==> src/rtl/divq_pkg.sv <==
package divq_pkg;
  typedef enum logic [1:0] {
    MODE_WORD = 2'd0,
    MODE_LONG = 2'd1,
    MODE_QUAD = 2'd2,
    MODE_RSVD = 2'd3
  } div_mode_e;
endpackage

==> src/rtl/divq_prep.sv <==
// Operand conditioning: widens the dividend and divisor for the selected
// mode, records their signs and hands magnitudes to the unsigned core.
module divq_prep #(
  parameter int DATA_W = 32
) (
  input  divq_pkg::div_mode_e mode_i,
  input  logic                sgn_i,
  input  logic [DATA_W-1:0]   lo_i,
  input  logic [DATA_W-1:0]   hi_i,
  input  logic [DATA_W-1:0]   dvs_i,
  output logic [2*DATA_W-1:0] dd_mag_o,
  output logic [DATA_W-1:0]   dv_mag_o,
  output logic                q_neg_o,
  output logic                r_neg_o,
  output logic                dv_zero_o
);
  localparam int DD_W   = 2 * DATA_W;
  localparam int HALF_W = DATA_W / 2;

  logic [DD_W-1:0]   dd_raw;
  logic [DATA_W-1:0] dv_raw;
  logic              dd_ng, dv_ng;

  always_comb begin
    if (mode_i == divq_pkg::MODE_WORD) begin
      dv_raw = sgn_i ? {{HALF_W{dvs_i[HALF_W-1]}}, dvs_i[HALF_W-1:0]}
                     : {{HALF_W{1'b0}}, dvs_i[HALF_W-1:0]};
    end else begin
      dv_raw = dvs_i;
    end
    if (mode_i == divq_pkg::MODE_QUAD) begin
      dd_raw = {hi_i, lo_i};
    end else begin
      dd_raw = sgn_i ? {{DATA_W{lo_i[DATA_W-1]}}, lo_i} : {{DATA_W{1'b0}}, lo_i};
    end
    dd_ng     = sgn_i & dd_raw[DD_W-1];
    dv_ng     = sgn_i & dv_raw[DATA_W-1];
    dd_mag_o  = dd_ng ? (~dd_raw + 1'b1) : dd_raw;
    dv_mag_o  = dv_ng ? (~dv_raw + 1'b1) : dv_raw;
    q_neg_o   = dd_ng ^ dv_ng;
    r_neg_o   = dd_ng;
    dv_zero_o = (dv_raw == '0);
  end
endmodule

==> src/rtl/divq_core.sv <==
// Unsigned restoring divider: one quotient bit per clock over the whole
// double-width dividend.
module divq_core #(
  parameter int DATA_W = 32
) (
  input  logic                clk,
  input  logic                rst,
  input  logic                start_i,
  input  logic [2*DATA_W-1:0] dd_i,
  input  logic [DATA_W-1:0]   dv_i,
  output logic                busy_o,
  output logic                done_o,
  output logic [2*DATA_W-1:0] quo_o,
  output logic [DATA_W-1:0]   rem_o
);
  localparam int DD_W  = 2 * DATA_W;
  localparam int CNT_W = $clog2(DD_W + 1);

  logic [CNT_W-1:0]  cnt;
  logic [DATA_W-1:0] dvs;
  logic [DATA_W:0]   shifted;
  logic [DATA_W+1:0] trial;
  logic              take;
  logic [DATA_W-1:0] rem_nx;

  always_comb begin
    shifted = {rem_o, quo_o[DD_W-1]};
    trial   = {1'b0, shifted} - {2'b00, dvs};
    take    = ~trial[DATA_W+1];
    rem_nx  = take ? trial[DATA_W-1:0] : shifted[DATA_W-1:0];
  end

  always_ff @(posedge clk) begin
    if (rst) begin
      busy_o <= 1'b0;
      done_o <= 1'b0;
      cnt    <= '0;
      dvs    <= '0;
      quo_o  <= '0;
      rem_o  <= '0;
    end else begin
      done_o <= 1'b0;
      if (start_i && !busy_o) begin
        busy_o <= 1'b1;
        cnt    <= CNT_W'(DD_W);
        dvs    <= dv_i;
        quo_o  <= dd_i;
        rem_o  <= '0;
      end else if (busy_o) begin
        rem_o <= rem_nx;
        quo_o <= {quo_o[DD_W-2:0], take};
        cnt   <= cnt - 1'b1;
        if (cnt == CNT_W'(1)) begin
          busy_o <= 1'b0;
          done_o <= 1'b1;
        end
      end
    end
  end

  // partial remainder stays below the divisor throughout the run
  p_rem_below_div_r9 : assert property (@(posedge clk) disable iff (rst)
    (busy_o && dvs != '0) |-> (rem_o < dvs));

  // a running division always has iterations left
  p_iter_left_r10 : assert property (@(posedge clk) disable iff (rst)
    busy_o |-> (cnt != '0));
endmodule

==> src/rtl/divq_post.sv <==
// Result shaping: restores signs, decides overflow, picks destinations.
module divq_post #(
  parameter int DATA_W = 32
) (
  input  divq_pkg::div_mode_e mode_i,
  input  logic                sgn_i,
  input  logic                cmp_i,
  input  logic                same_i,
  input  logic                q_neg_i,
  input  logic                r_neg_i,
  input  logic [2*DATA_W-1:0] quo_mag_i,
  input  logic [DATA_W-1:0]   rem_mag_i,
  output logic [DATA_W-1:0]   q_data_o,
  output logic [DATA_W-1:0]   r_data_o,
  output logic                q_we_o,
  output logic                r_we_o,
  output logic                ovf_o,
  output logic                n_o,
  output logic                z_o
);
  localparam int DD_W   = 2 * DATA_W;
  localparam int HALF_W = DATA_W / 2;

  logic [DD_W-1:0]   q_full;
  logic [DATA_W-1:0] r_full;
  logic [DD_W-HALF_W:0] w_top;
  logic [DATA_W:0]      l_top;
  logic              is_word, is_quad;

  always_comb begin
    q_full  = q_neg_i ? (~quo_mag_i + 1'b1) : quo_mag_i;
    r_full  = r_neg_i ? (~rem_mag_i + 1'b1) : rem_mag_i;
    w_top   = q_full[DD_W-1:HALF_W-1];
    l_top   = q_full[DD_W-1:DATA_W-1];
    is_word = (mode_i == divq_pkg::MODE_WORD);
    is_quad = (mode_i == divq_pkg::MODE_QUAD);

    if (is_word) begin
      ovf_o = sgn_i ? !((&w_top) | ~(|w_top)) : (|w_top[DD_W-HALF_W:1]);
    end else if (is_quad) begin
      ovf_o = sgn_i ? !((&l_top) | ~(|l_top)) : (|l_top[DATA_W:1]);
    end else begin
      ovf_o = 1'b0;
    end

    if (is_word) begin
      q_data_o = {r_full[HALF_W-1:0], q_full[HALF_W-1:0]};
      r_data_o = r_full;
      n_o      = q_full[HALF_W-1];
      z_o      = (q_full[HALF_W-1:0] == '0);
      q_we_o   = !ovf_o;
      r_we_o   = 1'b0;
    end else begin
      q_data_o = q_full[DATA_W-1:0];
      r_data_o = r_full;
      n_o      = q_full[DATA_W-1];
      z_o      = (q_full[DATA_W-1:0] == '0);
      if (cmp_i && !is_quad) begin
        q_we_o = !ovf_o && same_i;
        r_we_o = !ovf_o && !same_i;
      end else begin
        q_we_o = !ovf_o;
        r_we_o = !ovf_o && !same_i;
      end
    end
  end
endmodule

==> src/rtl/divq_unit.sv <==
module divq_unit #(
  parameter int DATA_W = 32,
  parameter int IDX_W  = 3
) (
  input  logic              clk,
  input  logic              rst,
  input  logic              start_i,
  input  logic [1:0]        mode_i,
  input  logic              sgn_i,
  input  logic              compact_i,
  input  logic [IDX_W-1:0]  q_idx_i,
  input  logic [IDX_W-1:0]  r_idx_i,
  input  logic [DATA_W-1:0] q_opnd_i,
  input  logic [DATA_W-1:0] r_opnd_i,
  input  logic [DATA_W-1:0] divisor_i,
  output logic              busy_o,
  output logic              done_o,
  output logic              dz_o,
  output logic              q_we_o,
  output logic [DATA_W-1:0] q_data_o,
  output logic              r_we_o,
  output logic [DATA_W-1:0] r_data_o,
  output logic              n_o,
  output logic              z_o,
  output logic              v_o,
  output logic              c_o
);
  localparam int DD_W = 2 * DATA_W;

  divq_pkg::div_mode_e mode_in, mode_r;
  logic              sgn_r, cmp_r, same_r, qn_r, rn_r, busy_r;
  logic [DD_W-1:0]   dd_mag, quo_mag;
  logic [DATA_W-1:0] dv_mag, rem_mag;
  logic              pq_neg, pr_neg, dv_zero;
  logic              accept, core_busy, core_done;
  logic [DATA_W-1:0] pq_data, pr_data;
  logic              pq_we, pr_we, p_ovf, p_n, p_z;

  assign mode_in = divq_pkg::div_mode_e'(mode_i);
  assign accept  = start_i && !busy_r;
  assign busy_o  = busy_r;

  divq_prep #(.DATA_W(DATA_W)) prep_i (
    .mode_i(mode_in), .sgn_i(sgn_i), .lo_i(q_opnd_i), .hi_i(r_opnd_i),
    .dvs_i(divisor_i), .dd_mag_o(dd_mag), .dv_mag_o(dv_mag),
    .q_neg_o(pq_neg), .r_neg_o(pr_neg), .dv_zero_o(dv_zero)
  );

  divq_core #(.DATA_W(DATA_W)) core_i (
    .clk(clk), .rst(rst), .start_i(accept && !dv_zero), .dd_i(dd_mag),
    .dv_i(dv_mag), .busy_o(core_busy), .done_o(core_done),
    .quo_o(quo_mag), .rem_o(rem_mag)
  );

  divq_post #(.DATA_W(DATA_W)) post_i (
    .mode_i(mode_r), .sgn_i(sgn_r), .cmp_i(cmp_r), .same_i(same_r),
    .q_neg_i(qn_r), .r_neg_i(rn_r), .quo_mag_i(quo_mag), .rem_mag_i(rem_mag),
    .q_data_o(pq_data), .r_data_o(pr_data), .q_we_o(pq_we), .r_we_o(pr_we),
    .ovf_o(p_ovf), .n_o(p_n), .z_o(p_z)
  );

  always_ff @(posedge clk) begin
    if (rst) begin
      mode_r   <= divq_pkg::MODE_WORD;
      sgn_r    <= 1'b0;
      cmp_r    <= 1'b0;
      same_r   <= 1'b0;
      qn_r     <= 1'b0;
      rn_r     <= 1'b0;
      busy_r   <= 1'b0;
      done_o   <= 1'b0;
      dz_o     <= 1'b0;
      q_we_o   <= 1'b0;
      r_we_o   <= 1'b0;
      q_data_o <= '0;
      r_data_o <= '0;
      n_o      <= 1'b0;
      z_o      <= 1'b0;
      v_o      <= 1'b0;
      c_o      <= 1'b0;
    end else begin
      done_o <= 1'b0;
      dz_o   <= 1'b0;
      q_we_o <= 1'b0;
      r_we_o <= 1'b0;
      if (accept) begin
        mode_r <= mode_in;
        sgn_r  <= sgn_i;
        cmp_r  <= compact_i;
        same_r <= (q_idx_i == r_idx_i);
        qn_r   <= pq_neg;
        rn_r   <= pr_neg;
        if (dv_zero) begin
          done_o <= 1'b1;
          dz_o   <= 1'b1;
        end else begin
          busy_r <= 1'b1;
        end
      end
      if (core_done) begin
        busy_r   <= 1'b0;
        done_o   <= 1'b1;
        c_o      <= 1'b0;
        q_we_o   <= pq_we;
        r_we_o   <= pr_we;
        q_data_o <= pq_data;
        r_data_o <= pr_data;
        if (p_ovf) begin
          v_o <= 1'b1;
          z_o <= 1'b0;
        end else begin
          v_o <= 1'b0;
          n_o <= p_n;
          z_o <= p_z;
        end
      end
    end
  end

  p_dz_no_write_r1 : assert property (@(posedge clk) disable iff (rst)
    dz_o |-> (!q_we_o && !r_we_o));

  p_dz_flags_hold_r1 : assert property (@(posedge clk) disable iff (rst)
    dz_o |-> $stable({n_o, z_o, v_o, c_o}));

  p_carry_clear_r2 : assert property (@(posedge clk) disable iff (rst)
    (done_o && !dz_o) |-> !c_o);

  p_word_one_dest_r3 : assert property (@(posedge clk) disable iff (rst)
    (done_o && mode_r == divq_pkg::MODE_WORD) |-> !r_we_o);

  p_ovf_effects_r5 : assert property (@(posedge clk) disable iff (rst)
    (done_o && !dz_o && v_o) |-> (!q_we_o && !r_we_o && !z_o && $stable(n_o)));

  p_same_quotient_r7 : assert property (@(posedge clk) disable iff (rst)
    (done_o && same_r) |-> !r_we_o);

  p_compact_single_r8 : assert property (@(posedge clk) disable iff (rst)
    (done_o && !dz_o && cmp_r && mode_r != divq_pkg::MODE_WORD &&
     mode_r != divq_pkg::MODE_QUAD) |-> (q_we_o != r_we_o));

  p_busy_from_start_r10 : assert property (@(posedge clk) disable iff (rst)
    $rose(busy_o) |-> $past(start_i));

  p_core_tracks_busy_r10 : assert property (@(posedge clk) disable iff (rst)
    core_busy |-> busy_o);
endmodule

==> config.mk <==
export PLATFORM = sky130hd
export DESIGN_NAME = divq_unit
export DESIGN_NICKNAME = d
export VERILOG_FILES = /design/src/rtl/divq_pkg.sv /design/src/rtl/divq_prep.sv /design/src/rtl/divq_core.sv /design/src/rtl/divq_post.sv /design/src/rtl/divq_unit.sv
export SDC_FILE = /design/constraint.sdc
export NUM_CORES = 1
export LEC_CHECK = 0
export ABC_AREA = 1
export BUFFER_PORTS_ARGS = -buffer_cell sky130_fd_sc_hd__buf_4
export CAP_MARGIN = 10
export CORE_ASPECT_RATIO = 1.25
export CORE_UTILIZATION = 50
export CTS_CLUSTER_DIAMETER = 150
export DETAILED_ROUTE_END_ITERATION = 10
export PLACE_DENSITY = 0.68
export SLEW_MARGIN = 10
export SYNTH_ARGS = -nofsm -noshare
export SYNTH_HDL_FRONTEND = slang
export SYNTH_SLANG_ARGS = --single-unit
==> constraint.sdc <==
create_clock -name clk -period 7.45 [get_ports clk]
set_clock_uncertainty 0.1 [all_clocks]
set_input_delay 1.49 -clock clk [delete_from_list [all_inputs] [get_ports clk]]
set_output_delay 1.49 -clock clk [all_outputs]
set_load 0.005 [all_outputs]
==> run summary <==
The dominant synthesized flop cell is dfxtp_1. During I/O placement, the number of pins put on the boundary was 182. Along the worst hold path, the cell count comes to 2. Kind of cell adding the most delay to the critical path: simple AND/OR/NAND/NOR gates.

The data arrival time of the critical path was 4760 ps; the ratio of final minimum period to clock period was 59.85%. For the number of placed instances with taps included, the log shows 3224. The core occupancy in the finished layout is 57.97%.

Summed over its instances, the top area cell type makes up 26.01% of the synthesized netlist area. The number of nets in the layout was 2982. Global routing used 37.48% of the available tracks across all layers. The worst hold path begins at q_data_o[30].

The synthesized net count is 2871, and the post-CTS repair timing setup buffer count is 0. The floorplan step defined a core boundary enclosing 32680 sq um. The cell that appears most often on the critical path is nand2_1. The run finished with clean final reports.

Ranked by instance count, the synthesized netlist is headed by nand2_1 (756), nor2_1 (332), inv_1 (282). The later pin in the worst-skew pair is clocked with a latency of 550 ps. TritonCTS built the clock tree. The tools report the total standard cell area after synthesis as 16620 sq um.

The count of endpoints failing hold in the final timing report came out at 0. Dividing the synthesized area by the synthesized cell count gives 6.107 sq um. The critical path goes through buf_4 > nor2_2 > inv_2 > nand3_4 > nand2_1 > nand2_1 > buf_4 > inv_1 > buf_4 > nand2_1 > nand2_1 > inv_2 > o21ai_0 > xor2_1 > a21oi_1. In the synthesized netlist the async set-or-reset flop fraction comes to 0%. The stage delay of the slowest cell on the critical path was 610 ps; the static leakage power was 8.807 nW. The synthesized netlist cell count came out at 2722.

The die width works out to 165.1 um. The run gives 0 as the number of antenna violations at the first check in global routing. The tools report the maximum operating frequency as 224.3 MHz. The number of cells on the worst reg-to-reg path is 15. Number of global-route vias before repair: 18415. Hold timing on the final database bottoms out at a slack of 350.9 ps. Along the worst path, the maximum fanout reaches 47. In this run the critical register-to-register path is launched from core_i.quo_o[63]. The floorplan step defined a die boundary enclosing 33980 sq um.

The highest-delay cell along the critical path was nor2_2. Tracing the worst setup path back leads to its startpoint at mode_i[0]. The number of buffers and inverters on the critical path is 6. Input and output buffers added on the ports amount to 180. The initial standard-cell utilization of the core is 50.86%, and the final routed DRC violation total is 0.

IR analysis of the VDD net gives a maximum drop of 0.2145 mV. Counting the buffers created by CTS gives 25. For this run, the number of Yosys warnings is 0. H-tree depth: 1.

The power density relative to cell area is 224.9 nW/um^2. The tools report the number of antenna-violating nets in the routed design as 0. The worst hold path class was reg -> reg.

End of the worst hold path: q_data_o[30]. The logs give 0 for the count of endpoints failing setup in the final report and 18050 sq um for the placement-stage cell area. The buffer type at the clock tree root was clkbuf_16. The finished layout holds 3270 standard cells, fillers aside. For the worst setup path, the data required time is 7750 ps.

The pin count of the biggest net entering global routing is 72, and the estimated wirelength of the detail-placed design is 49870 um. Dividing the detail-routed wire length by the instance count gives 19.47 um. Setup total negative slack on the finished layout was measured at 0 ps.

The longest clock path from root to sink contains 3 buffers. The post-CTS clock slew at the launch and capture registers of the worst setup and hold paths is 50 ps, and the synthesized flop and latch total is 216. The total non-filler cell area in the finished layout is 18950 sq um. The most common cell in the synthesized netlist is nand2_1. The final max-slew violation count came out at 0. The worst pin sits at a relative slew slack of 13.61%. The reg-to-reg endpoint was core_i.rem_o[24]. Buffers inserted to repair hold after CTS numbered 0.

Setup repair after global routing left no endpoint under its margin. In the final layout, the share of cells above drive strength 1 is 11.29%. The tools report the kind of end point of the critical path as a register. Compared with the post-synthesis result, the final layout area differs by 13.98%.

For this design, the sink count on the clock tree is 216. The first global-routing pass estimated 97350 um of wire. The die is 205.9 um tall. dfxtp_1 takes more of the synthesized area than any other cell. The nature of the critical path startpoint is a primary input. Global routing finished with a remaining overflow of 0. By startpoint and endpoint, the worst setup path is classified as in -> reg. The share of the Yosys chip area taken by registers is 26.01%. The shortest clock period the worst path allows after layout was 4459 ps; the unique cell type count in the Yosys netlist was 59.

The first detailed-routing pass ran for 6 iterations. The overall routed net length was 63680 um. Yosys attributes the largest share of cell area to dfxtp_1 (26%), nand2_1 (17%), nor2_1 (7.5%), inv_1 (6.4%), a21oi_1 (6.1%). The number of maximum-capacitance violations was 0. The repair_antennas step left the layout with diodes totalling 0. The total via count after detailed routing was 18666; the average vias per placed instance was 5.708. The actual transition at the worst max-transition pin was 1294 ps. In this run the core area contains 74 standard-cell rows. Violation count after the first detailed-routing iteration: 1397. The routability congestion estimate from global placement was 1.019; the number of synthesized flops with an enable pin was 0.

The logs give 0 for the post-cts repair resize count and 3030 ps for the slack of the worst reg-to-reg path.
## logic make-up (layout without fill, tap and decap cells)
family | after synthesis | after routing | share of synthesized area [%]
flops | 216 | 216 | 26.01
fa+ha+maj | 40 | 40 | 3.056
xor+xnor | 131 | 131 | 6.903
compound gates | 539 | 539 | 18.56
other cells | 1 | 1 | 0.02256
simple gates | 1392 | 1392 | 35.47
buf+inv | 403 | 533 | 9.974
## worst reg2reg max path, stage by stage, from the launching register on
cell      delay (ps)
dfxtp_1          610
inv_1            310
ha_1             340
fa_1             430
o21ai_1          260
a21oi_1          160
o21bai_1         310
a21boi_1         150
o21ai_0          810
nand2_1          210
o21ai_0          220
nand2_1           70
nand3_1          100
nand2_1           70
nand2_1           60
a21oi_1           80
## flip-flops by register name, indices dropped and copies added, names as in the netlist, 2 cells and up
signal and flops:
core_i.cnt 7, core_i.dvs 32, core_i.quo_o 64, core_i.rem_o 32
mode_r 2, q_data_o 32, r_data_o 32
## cell usage in the layout, fill, tap and decap left out, types with 5 or more instances in the layout
| master | synthesis | layout |
|---|---|---|
| nand2_1 | 756 | 756 |
| nor2_2 | 12 | 12 |
| o221ai_1 | 17 | 17 |
| o32ai_1 | 5 | 5 |
| nand2_2 | 5 | 5 |
| inv_2 | 13 | 13 |
| inv_1 | 282 | 281 |
| a22o_1 | 8 | 8 |
| xor2_1 | 96 | 96 |
| nand4_1 | 50 | 50 |
| o211ai_1 | 23 | 23 |
| or2_2 | 6 | 6 |
| xnor2_1 | 35 | 35 |
| a221oi_2 | 7 | 7 |
| a21oi_1 | 204 | 204 |
| o21ai_0 | 186 | 186 |
| nor2_4 | 3 | 5 |
| nor3_2 | 11 | 11 |
| clkbuf_16 | 0 | 25 |
| o21ai_2 | 9 | 9 |
| and2_1 | 5 | 5 |
| a31oi_1 | 14 | 14 |
| nor2_1 | 332 | 330 |
| o21ai_1 | 34 | 34 |
| nor3_1 | 30 | 30 |
| ha_1 | 39 | 39 |
| buf_4 | 8 | 191 |
| nand3b_1 | 6 | 6 |
| dfxtp_1 | 216 | 215 |
| o31ai_1 | 5 | 5 |
| nor4_1 | 15 | 15 |
| nand3_1 | 145 | 145 |
## how the worst max path moves through the flow
| stage | end | cells after the start |
|---|---|---|
| 2_1_floorplan | core_i.dvs[30] | 19 |
| 3_3_place_gp | core_i.quo_o[49] | 15 |
| 3_5_place_dp | core_i.quo_o[49] | 15 |
| 4_1_cts | core_i.quo_o[49] | 15 |
| 5_1_grt | core_i.quo_o[56] | 18 |
| 6_report | core_i.quo_o[49] | 15 |
## through the flow
| stage | power, W | setup slack, ps |
|---|---|---|
| after floorplan | 0.002473 | 3930 |
| after global placement | 0.002893 | 2543 |
| after detailed placement | 0.002909 | 2511 |
| after CTS | 0.004241 | 3069 |
| after global routing | 0.004494 | 2637 |
| final | 0.004261 | 2991 |
## final cells by class
type / count / area (sq um)
clock buffer: 31 / 678.2
clock inverter: 15 / 216.5
fill: 3328 / 13740
inverter: 296 / 1114
multi-input combinational: 2103 / 10660
sequential: 216 / 4325
tap: 418 / 523.0
timing repair buffer: 191 / 1434
## metal layers
layer / GRT usage [%] / part of all wire (%)
met5: 0 / 0
met3: 4.134 / 4.3
met1: 35.15 / 34
met4: 35.55 / 11
met2: 69.71 / 51
## where the power goes
part	switching, W	internal, W
combinational	0.00106	0.000497
sequential	0.000137	0.00124
clock	0.000539	0.000798
total	0.00173	0.00253
No activity file was read; power rests on OpenSTA's default activity.
